--- config.mk ---
export PLATFORM = sky130hd
export DESIGN_NAME = hfp_signload
export DESIGN_NICKNAME = d
export VERILOG_FILES = /design/src/rtl/hfp_pkg.sv /design/src/rtl/hfp_sign_edit.sv /design/src/rtl/hfp_cc_gen.sv /design/src/rtl/hfp_signload.sv
export SDC_FILE = /design/constraint.sdc
export NUM_CORES = 1
export LEC_CHECK = 0
export BUFFER_PORTS_ARGS = -buffer_cell sky130_fd_sc_hd__buf_2
export CAP_MARGIN = 20
export CORE_AREA = 2 2 75 106
export CTS_BUF_LIST = sky130_fd_sc_hd__clkbuf_4 sky130_fd_sc_hd__clkbuf_8 sky130_fd_sc_hd__clkbuf_16
export CTS_CLUSTER_DIAMETER = 100
export DETAILED_ROUTE_END_ITERATION = 10
export DIE_AREA = 0 0 77 108
export PLACE_DENSITY = 0.87
export SLEW_MARGIN = 40
export SYNTH_ARGS = -nofsm -noshare
export SYNTH_HDL_FRONTEND = slang
export SYNTH_SLANG_ARGS = --single-unit
--- constraint.sdc ---
create_clock -name clk -period 1.36 [get_ports clk]
set_clock_uncertainty 0.05 [all_clocks]
set_input_delay 0.34 -clock clk [delete_from_list [all_inputs] [get_ports clk]]
set_output_delay 0.34 -clock clk [all_outputs]
set_load 0.01 [all_outputs]
--- src/rtl/hfp_pkg.sv ---
package hfp_pkg;
    localparam int CHAR_W    = 7;
    localparam int FRAC_L_W  = 56;
    localparam int FRAC_S_W  = 24;
    localparam int WORD_W    = 1 + CHAR_W + FRAC_L_W;
    localparam int HALF_W    = WORD_W / 2;
    localparam int SIGN_POS  = WORD_W - 1;

    typedef enum logic [2:0] {
        OP_LOAD = 3'd0,
        OP_TEST = 3'd1,
        OP_COMP = 3'd2,
        OP_POS  = 3'd3,
        OP_NEG  = 3'd4
    } sgn_op_e;

    typedef enum logic [1:0] {
        CC_ZERO = 2'd0,
        CC_NEG  = 2'd1,
        CC_POS  = 2'd2
    } cc_e;

    typedef struct packed {
        logic [WORD_W-1:0] res;
        logic [1:0]        cc;
        logic              cc_we;
        logic              done;
    } sl_state_t;
endpackage

--- src/rtl/hfp_sign_edit.sv ---
module hfp_sign_edit
    import hfp_pkg::*;
(
    input  logic [2:0] op,
    input  logic       sign_in,
    output logic       sign_out,
    output logic       sets_cc
);
    always_comb begin
        sign_out = sign_in;
        sets_cc  = 1'b0;
        case (op)
            OP_TEST: begin sign_out = sign_in;  sets_cc = 1'b1; end
            OP_COMP: begin sign_out = ~sign_in; sets_cc = 1'b1; end
            OP_POS:  begin sign_out = 1'b0;     sets_cc = 1'b1; end
            OP_NEG:  begin sign_out = 1'b1;     sets_cc = 1'b1; end
            default: begin sign_out = sign_in;  sets_cc = 1'b0; end
        endcase
    end
endmodule

--- src/rtl/hfp_cc_gen.sv ---
module hfp_cc_gen
    import hfp_pkg::*;
(
    input  logic                sign,
    input  logic [FRAC_L_W-1:0] frac,
    input  logic                is_long,
    output logic [1:0]          cc
);
    localparam int TAIL_W = FRAC_L_W - FRAC_S_W;

    logic head_nz;
    logic tail_nz;
    logic frac_nz;

    assign head_nz = |frac[FRAC_L_W-1:TAIL_W];
    assign tail_nz = |frac[TAIL_W-1:0];
    assign frac_nz = head_nz | (is_long & tail_nz);

    always_comb begin
        if (!frac_nz)  cc = CC_ZERO;
        else if (sign) cc = CC_NEG;
        else           cc = CC_POS;
    end
endmodule

--- src/rtl/hfp_signload.sv ---
module hfp_signload
    import hfp_pkg::*;
(
    input  logic              clk,
    input  logic              rst_n,
    input  logic              in_valid,
    input  logic [2:0]        op,
    input  logic              is_long,
    input  logic [WORD_W-1:0] src,
    input  logic [WORD_W-1:0] dst_old,
    output logic [WORD_W-1:0] result,
    output logic [1:0]        cc,
    output logic              cc_we,
    output logic              done
);
    localparam int FRAC_TOP = FRAC_L_W - 1;

    sl_state_t st_d, st_q;

    logic       new_sign;
    logic       sets_cc;
    logic [1:0] cc_new;

    hfp_sign_edit u_sign (
        .op       (op),
        .sign_in  (src[SIGN_POS]),
        .sign_out (new_sign),
        .sets_cc  (sets_cc)
    );

    hfp_cc_gen u_ccg (
        .sign    (new_sign),
        .frac    (src[FRAC_TOP:0]),
        .is_long (is_long),
        .cc      (cc_new)
    );

    always_comb begin
        st_d       = st_q;
        st_d.done  = 1'b0;
        st_d.cc_we = 1'b0;
        if (in_valid) begin
            st_d.done = 1'b1;
            if (is_long) begin
                st_d.res = {new_sign, src[SIGN_POS-1:0]};
            end else begin
                st_d.res = {new_sign, src[SIGN_POS-1:HALF_W], dst_old[HALF_W-1:0]};
            end
            if (sets_cc) begin
                st_d.cc    = cc_new;
                st_d.cc_we = 1'b1;
            end
        end
    end

    always_ff @(posedge clk) begin
        if (!rst_n) st_q <= '0;
        else        st_q <= st_d;
    end

    assign result = st_q.res;
    assign cc     = st_q.cc;
    assign cc_we  = st_q.cc_we;
    assign done   = st_q.done;

    AST_CHAR_KEPT: assert property (@(posedge clk) disable iff (!rst_n)
        $past(in_valid) |-> result[SIGN_POS-1:SIGN_POS-CHAR_W] == $past(src[SIGN_POS-1:SIGN_POS-CHAR_W]));
    AST_SHORT_LOW_KEPT: assert property (@(posedge clk) disable iff (!rst_n)
        $past(in_valid && !is_long) |-> result[HALF_W-1:0] == $past(dst_old[HALF_W-1:0]));
    AST_LONG_LOW_COPY: assert property (@(posedge clk) disable iff (!rst_n)
        $past(in_valid && is_long) |-> result[HALF_W-1:0] == $past(src[HALF_W-1:0]));
    AST_CC_VALUE_LEGAL: assert property (@(posedge clk) disable iff (!rst_n)
        cc_we |-> cc != 2'd3);
    AST_LOAD_NO_CC: assert property (@(posedge clk) disable iff (!rst_n)
        $past(in_valid && (op == OP_LOAD)) |-> !cc_we);
    AST_CC_HOLD: assert property (@(posedge clk) disable iff (!rst_n)
        !cc_we |-> $stable(cc));
    AST_POS_NEVER_NEG: assert property (@(posedge clk) disable iff (!rst_n)
        $past(in_valid && (op == OP_POS)) |-> cc != CC_NEG);
    AST_NEG_NEVER_POS: assert property (@(posedge clk) disable iff (!rst_n)
        $past(in_valid && (op == OP_NEG)) |-> cc != CC_POS);
    AST_DONE_FOLLOWS_VALID: assert property (@(posedge clk) disable iff (!rst_n)
        done == $past(in_valid));
    AST_WE_NEEDS_DONE: assert property (@(posedge clk) disable iff (!rst_n)
        cc_we |-> done);
endmodule

==> results of run 1 <==
## layout make-up
| type | count | share of cell area |
|---|---|---|
| Clock buffer | 10 | 0.0318 |
| Clock inverter | 6 | 0.0202 |
| Inverter | 2 | 0.00173 |
| Multi-Input combinational cell | 196 | 0.358 |
| Sequential cell | 68 | 0.315 |
| Tap cell | 97 | 0.0280 |
| Timing Repair Buffer | 191 | 0.245 |
## cell families (layout without fill, tap and decap cells)
| family | after synthesis | count (layout) | synth area share |
|---|---|---|---|
| simple gates | 90 | 90 | 0.163 |
| flops | 68 | 68 | 0.449 |
| mux | 64 | 64 | 0.211 |
| compound gates | 41 | 41 | 0.133 |
| buf+inv | 24 | 209 | 0.0413 |
| xor+xnor | 1 | 1 | 0.00289 |
## worst max-delay path, cell delays in order
cell	delay, ns
buf_2	0.11
nor4_1	0.31
buf_4	0.17
nand4_1	0.18
o2111ai_1	0.25
nand3_1	0.11
## stage by stage
stage | power (mW) | std cells | cell area [um2] | setup slack [ns] | setup TNS (ns)
finish | 4.88 | 570 | 4330 | 0.0465 | 0
CTS | 4.95 | 570 | 4330 | 0.0481 | 0
detailed placement | 3.09 | 554 | 4100 | -0.364 | -0.699
floorplan | 2.67 | 288 | 3030 | 0.153 | 0
global route | 5.12 | 570 | 4330 | 0.0393 | 0
global placement | 3.06 | 554 | 4100 | -0.445 | -0.855
## per-layer routing
| layer | up-vias | global-route usage | share of wire |
|---|---|---|---|
| met4 | 0 | 0.0651 | 0.018 |
| met1 | 1319 | 0.200 | 0.40 |
| met5 | - | 0 | 0 |
| met3 | 12 | 0.0568 | 0.067 |
| li1 | 1396 | - | - |
| met2 | 120 | 0.350 | 0.51 |
## layout by cell type (no fill, tap or decap)
master | synthesis | final
o2bb2ai_1 | 1 | 1
inv_1 | 2 | 2
o21a_4 | 1 | 1
nor4_1 | 14 | 13
o211ai_1 | 3 | 3
o2111ai_1 | 1 | 1
o31a_1 | 1 | 1
o211a_1 | 32 | 32
nand2_1 | 36 | 36
nor4b_2 | 1 | 1
buf_2 | 10 | 169
nor3_4 | 1 | 1
nand4_1 | 3 | 3
a2bb2oi_1 | 1 | 1
nor3_2 | 1 | 1
mux2i_1 | 64 | 64
clkinv_4 | 0 | 2
o21ba_2 | 1 | 1
nand3_1 | 2 | 2
nor2b_1 | 32 | 32
dfxtp_1 | 68 | 68
nor4_2 | 0 | 1
clkinv_2 | 0 | 2
buf_12 | 0 | 4
buf_4 | 6 | 18
xor2_1 | 1 | 1
bufinv_16 | 0 | 2
clkbuf_8 | 0 | 10
## sequential cells by signal, indices dropped and copies added (netlist names)
signal and count:
cc 2, cc_we 1, done 1, result 64
## power groups by stage
stage          registers (mW)  logic [mW]  clock network (mW)
5_1_grt                  2.21       0.930                1.98
3_5_place_dp             2.24       0.857                   0
2_1_floorplan            2.30       0.373                   0
3_3_place_gp             2.23       0.835                   0
4_1_cts                  2.19       0.862                1.90
6_report                 2.19       0.855                1.84
## repair_timing
action                     in CTS  in global routing
hold buffers                    0                  0
setup endpoints to repair       1                  0
hold endpoints to repair        0                  0
gates resized for setup         1                  0
## worst paths after layout
| kind | start | endpoint | slack (ns) | depth (start not counted) |
|---|---|---|---|---|
| setup / recovery | src[16] | cc[0] | 0.05 | 6 |
| hold / removal | src[60] | result[60] | 0.21 | 3 |
| setup reg to reg | result[5] | result[5] | 0.68 | 1 |
| hold reg to reg | result[1] | result[1] | 0.43 | 1 |
==> impl_metrics.tcl, run 1 <==
set metrics [dict create \
    worstPathArrival_ns 1.47 \
    clock_latency_ns 0.33 \
    synthCells 288 \
    synth_warnings 0 \
    drtIter0Drc 61 \
    diodes 0 \
    die_w_um 77 \
    die_area_um2 8320 \
    p_sw_frac 0.252 \
    vdd_drop_max_mv 0.805 \
    start_util 0.414 \
    relSlewSlack 0.750 \
    yosys-top-cells-count "dfxtp_1, mux2i_1, nand2_1" \
    leakagePower_nw 2.43 \
    hold_viol 0 \
    fmax_mhz 761 \
    synth-edff-count 0 \
    tritoncts "yes" \
    grt_pass1_vias 2768 \
    path_max_fanout 2 \
    yosysTopAreaCellShare 0.449 \
    cts_max_level 3 \
    finalSetupViolCount 0 \
    ant_nets 0 \
    tightest_slew_ns 0.372 \
    die_y_um 108 \
    ys_top_cells_by_area "dfxtp_1, mux2i_1, o211a_1" \
    cts.path.max_buffers 2 \
    cellPowerDensity_nw_per_um2 1130 \
    start_kind "primary input" \
    cp.required_ns 1.52 \
    switchingPower_mw 1.23 \
    fp-row-count 37 \
    core_um2 7310 \
    routed_wl_um 7900 \
    ys_types 23 \
    multi_input_area_um2 1550 \
    ys_seq_area_frac 0.449 \
    clock_power_share 0.376 \
    hp-class "primary input to flop" \
    p_comb_frac 0.175 \
    synthesis.area_um2 3030 \
    drt_first_pass_iters 4 \
    end_kind "flop" \
    synthArstFlopShare 0 \
    postCtsSetupBuffers 0 \
    io_buffers 170 \
    nets 603 \
    cts_sinks 68 \
    power.internal_mw 3.65 \
    gp_congestion 0.803 \
    yosysMostFrequentCell "dfxtp_1" \
    grt_pass1_wl_um 12500 \
    min_period_ns 1.31 \
    drive_above_1_share 0.450 \
    grt_overflow_total 0 \
    syn_avg_cell_area_um2 10.5 \
    cts.clk_slew.worst_paths_ns 0.08 \
    drv_cap 0 \
    area_delta_synth_final_pct 42.8 \
    fin_util 0.592 \
    drc_errors 0 \
    synth.net_count 423 \
    cts_buffers 9 \
    io_pins 203 \
    regArea_um2 1360 \
    cts-root-buf "clkbuf_8" \
    routed_via_density 4.99 \
    pwr-share-seq 0.449 \
    grtUsageTotal 0.188 \
    fillers 635 \
    synth_top_area_cell "dfxtp_1" \
    status "finished, final reports clean" \
    antenna_found_initial 0 \
    synth_top_flop_cell "dfxtp_1" \
    fin_hold_ws_ns 0.210 \
    timing_worst_setup_path_type "primary input to flop" \
    grt_max_degree 49 \
    synth_seq_cells 68 \
    post-route-period-util 0.966 \
    rsz0062_at_grt "false" \
    maxSlewViolCount 0 \
    wl_per_cell_um 13.9 \
    via_count 2847 \
    place_hpwl_um 6130 \
]
Note: power is estimated with default switching activity, not from simulation.
==> inputs of run 2 (changes only) <==
--- a/config.mk
+++ b/config.mk
@@ -7,12 +7,12 @@
 export LEC_CHECK = 0
 export BUFFER_PORTS_ARGS = -buffer_cell sky130_fd_sc_hd__buf_2
 export CAP_MARGIN = 20
-export CORE_AREA = 2 2 75 106
+export CORE_AREA = 2 2 82 116
 export CTS_BUF_LIST = sky130_fd_sc_hd__clkbuf_4 sky130_fd_sc_hd__clkbuf_8 sky130_fd_sc_hd__clkbuf_16
 export CTS_CLUSTER_DIAMETER = 100
 export DETAILED_ROUTE_END_ITERATION = 10
-export DIE_AREA = 0 0 77 108
-export PLACE_DENSITY = 0.87
+export DIE_AREA = 0 0 84 118
+export PLACE_DENSITY = 0.76
 export SLEW_MARGIN = 40
 export SYNTH_ARGS = -nofsm -noshare
 export SYNTH_HDL_FRONTEND = slang
==> run 2 against run 1 <==
Net effect: die area up 19%; clock power up 27%; design area up 3.4%; critical path type unchanged; highest routed layer unchanged.
==> impl_metrics.tcl, run 2 (synthesized netlist as in run 1, its figures left out) <==
set metrics [dict create \
    grt_overflow_total 0 \
    post-place-ws_ns -0.394 \
    fp-row-count 41 \
    place_hpwl_um 6250 \
    clock_latency_ns 0.32 \
    cts_sinks 68 \
    diodes 0 \
    die_y_um 118 \
    drv_cap 0 \
    path_buf_inv 2 \
    hp-class "primary input to flop" \
    final_common_cell "buf_2" \
    path_cells "buf_2 -> nor4_2 -> buf_4 -> nand4_1 -> o2111ai_1 -> nand3_1" \
    post_dp_cell_area_um2 4150 \
    r2r-end "result[17]" \
    start_util 0.342 \
    design_area_um2 4480 \
    ant_nets 0 \
    timing_worst_setup_path_type "primary input to flop" \
    largest_reg_flops 64 \
    via_count 2889 \
    die_area_um2 9910 \
    dp_cells 571 \
    crit_path_start "src[9]" \
    regArea_um2 1360 \
    cp.depth 6 \
    tritoncts "yes" \
    status "finished, final reports clean" \
    nets 610 \
    grt_pass1_wl_um 13300 \
    min_period_ns 1.25 \
    wl_per_cell_um 13.8 \
    multi_input_area_um2 1560 \
    cts-root-buf "clkbuf_16" \
    crit_path_end "cc[0]" \
    hold_viol 0 \
    critPathMaxStageDelay_ns 0.28 \
    postCtsSetupBuffers 0 \
    io_pins 203 \
    drive_above_1_share 0.463 \
    cts_buffers 9 \
    stdcell_count 587 \
    cts.clk_slew.worst_paths_ns 0.06 \
    worstPathArrival_ns 1.40 \
    path_max_fanout 2 \
    grt_use_met3 0.0372 \
    rsz0062_at_grt "false" \
    timing.reg2reg.setup_slack_ns 0.69 \
    r2r_start "result[17]" \
    grt_pass1_vias 2897 \
    ff2ff_path_depth 1 \
    drc_errors 0 \
    core_um2 8870 \
    io_buffers 170 \
    leakagePower_nw 2.48 \
    finalSetupViolCount 0 \
    start_kind "primary input" \
    fin_hold_ws_ns 0.223 \
    gp_congestion 0.757 \
    tightest_slew_ns 0.333 \
    routed_via_density 4.92 \
    area_delta_synth_final_pct 47.6 \
    cpLargestDelayFamily "simple AND/OR/NAND/NOR gates" \
    drtIter0Drc 46 \
    cts.path.max_buffers 2 \
    fin_ws_ns 0.110 \
    fillers 839 \
    antenna_found_initial 0 \
    gr-usage-met1 0.183 \
    drt_first_pass_iters 4 \
    cp.required_ns 1.51 \
    top_usage_layer "met2" \
    vdd_drop_max_mv 0.800 \
    power_mw 5.40 \
    fmax_mhz 800 \
    cellPowerDensity_nw_per_um2 1210 \
    grtUsageTotal 0.167 \
    maxSlewViolCount 0 \
    cts_max_level 3 \
    grt_max_degree 41 \
    post-route-period-util 0.919 \
    slowest_stage "nor4_2" \
    grtUsageMet2 0.292 \
    end_kind "flop" \
    routed_wl_um 8090 \
    final_cell_mix "buf_2, dfxtp_1, mux2i_1, nand2_1" \
    relSlewSlack 0.776 \
    die_w_um 84 \
]
==> run 2: area by class of cell <==
class / instances / area share
Tap cell: 107 / 0.0299
Sequential cell: 68 / 0.304
Clock buffer: 11 / 0.0551
Clock inverter: 5 / 0.0137
Timing Repair Buffer: 198 / 0.246
Multi-Input combinational cell: 196 / 0.349
Inverter: 2 / 0.00168
==> run 2: worst min path at each step <==
stage / endpoint / depth (start not counted) / startpoint
floorplan: cc[0] / 2 / cc[0]
global placement: cc[0] / 2 / cc[0]
detailed placement: cc[0] / 2 / cc[0]
CTS: result[62] / 3 / src[62]
global route: result[61] / 3 / src[61]
finish: result[61] / 3 / src[61]
==> run 2: per-stage QoR <==
step                      setup TNS, ns   util
after floorplan                       0      -
after global placement           -0.734  0.468
after detailed placement         -0.784  0.468
after CTS                             0  0.503
after global routing                  0  0.504
final                                 0  0.504
==> run 2: power breakdown <==
part	internal, mW	total [mW]	switching (mW)
registers	2.13	2.19	0.0632
logic	0.448	0.864	0.415
clock network	1.49	2.34	0.854
==> run 2: metal layers <==
| layer | part of all wire | up-vias |
|---|---|---|
| met5 | 0 | - |
| met4 | 0.027 | 0 |
| met3 | 0.056 | 19 |
| met2 | 0.51 | 121 |
| met1 | 0.41 | 1328 |
| li1 | - | 1421 |
==> run 2: what timing repair did <==
item | 4_1_cts | 5_1_grt
gates resized for setup | 1 | 2
endpoints found under the setup margin | 2 | 2
endpoints found under the hold margin | 0 | 0
hold buffers | 0 | 0
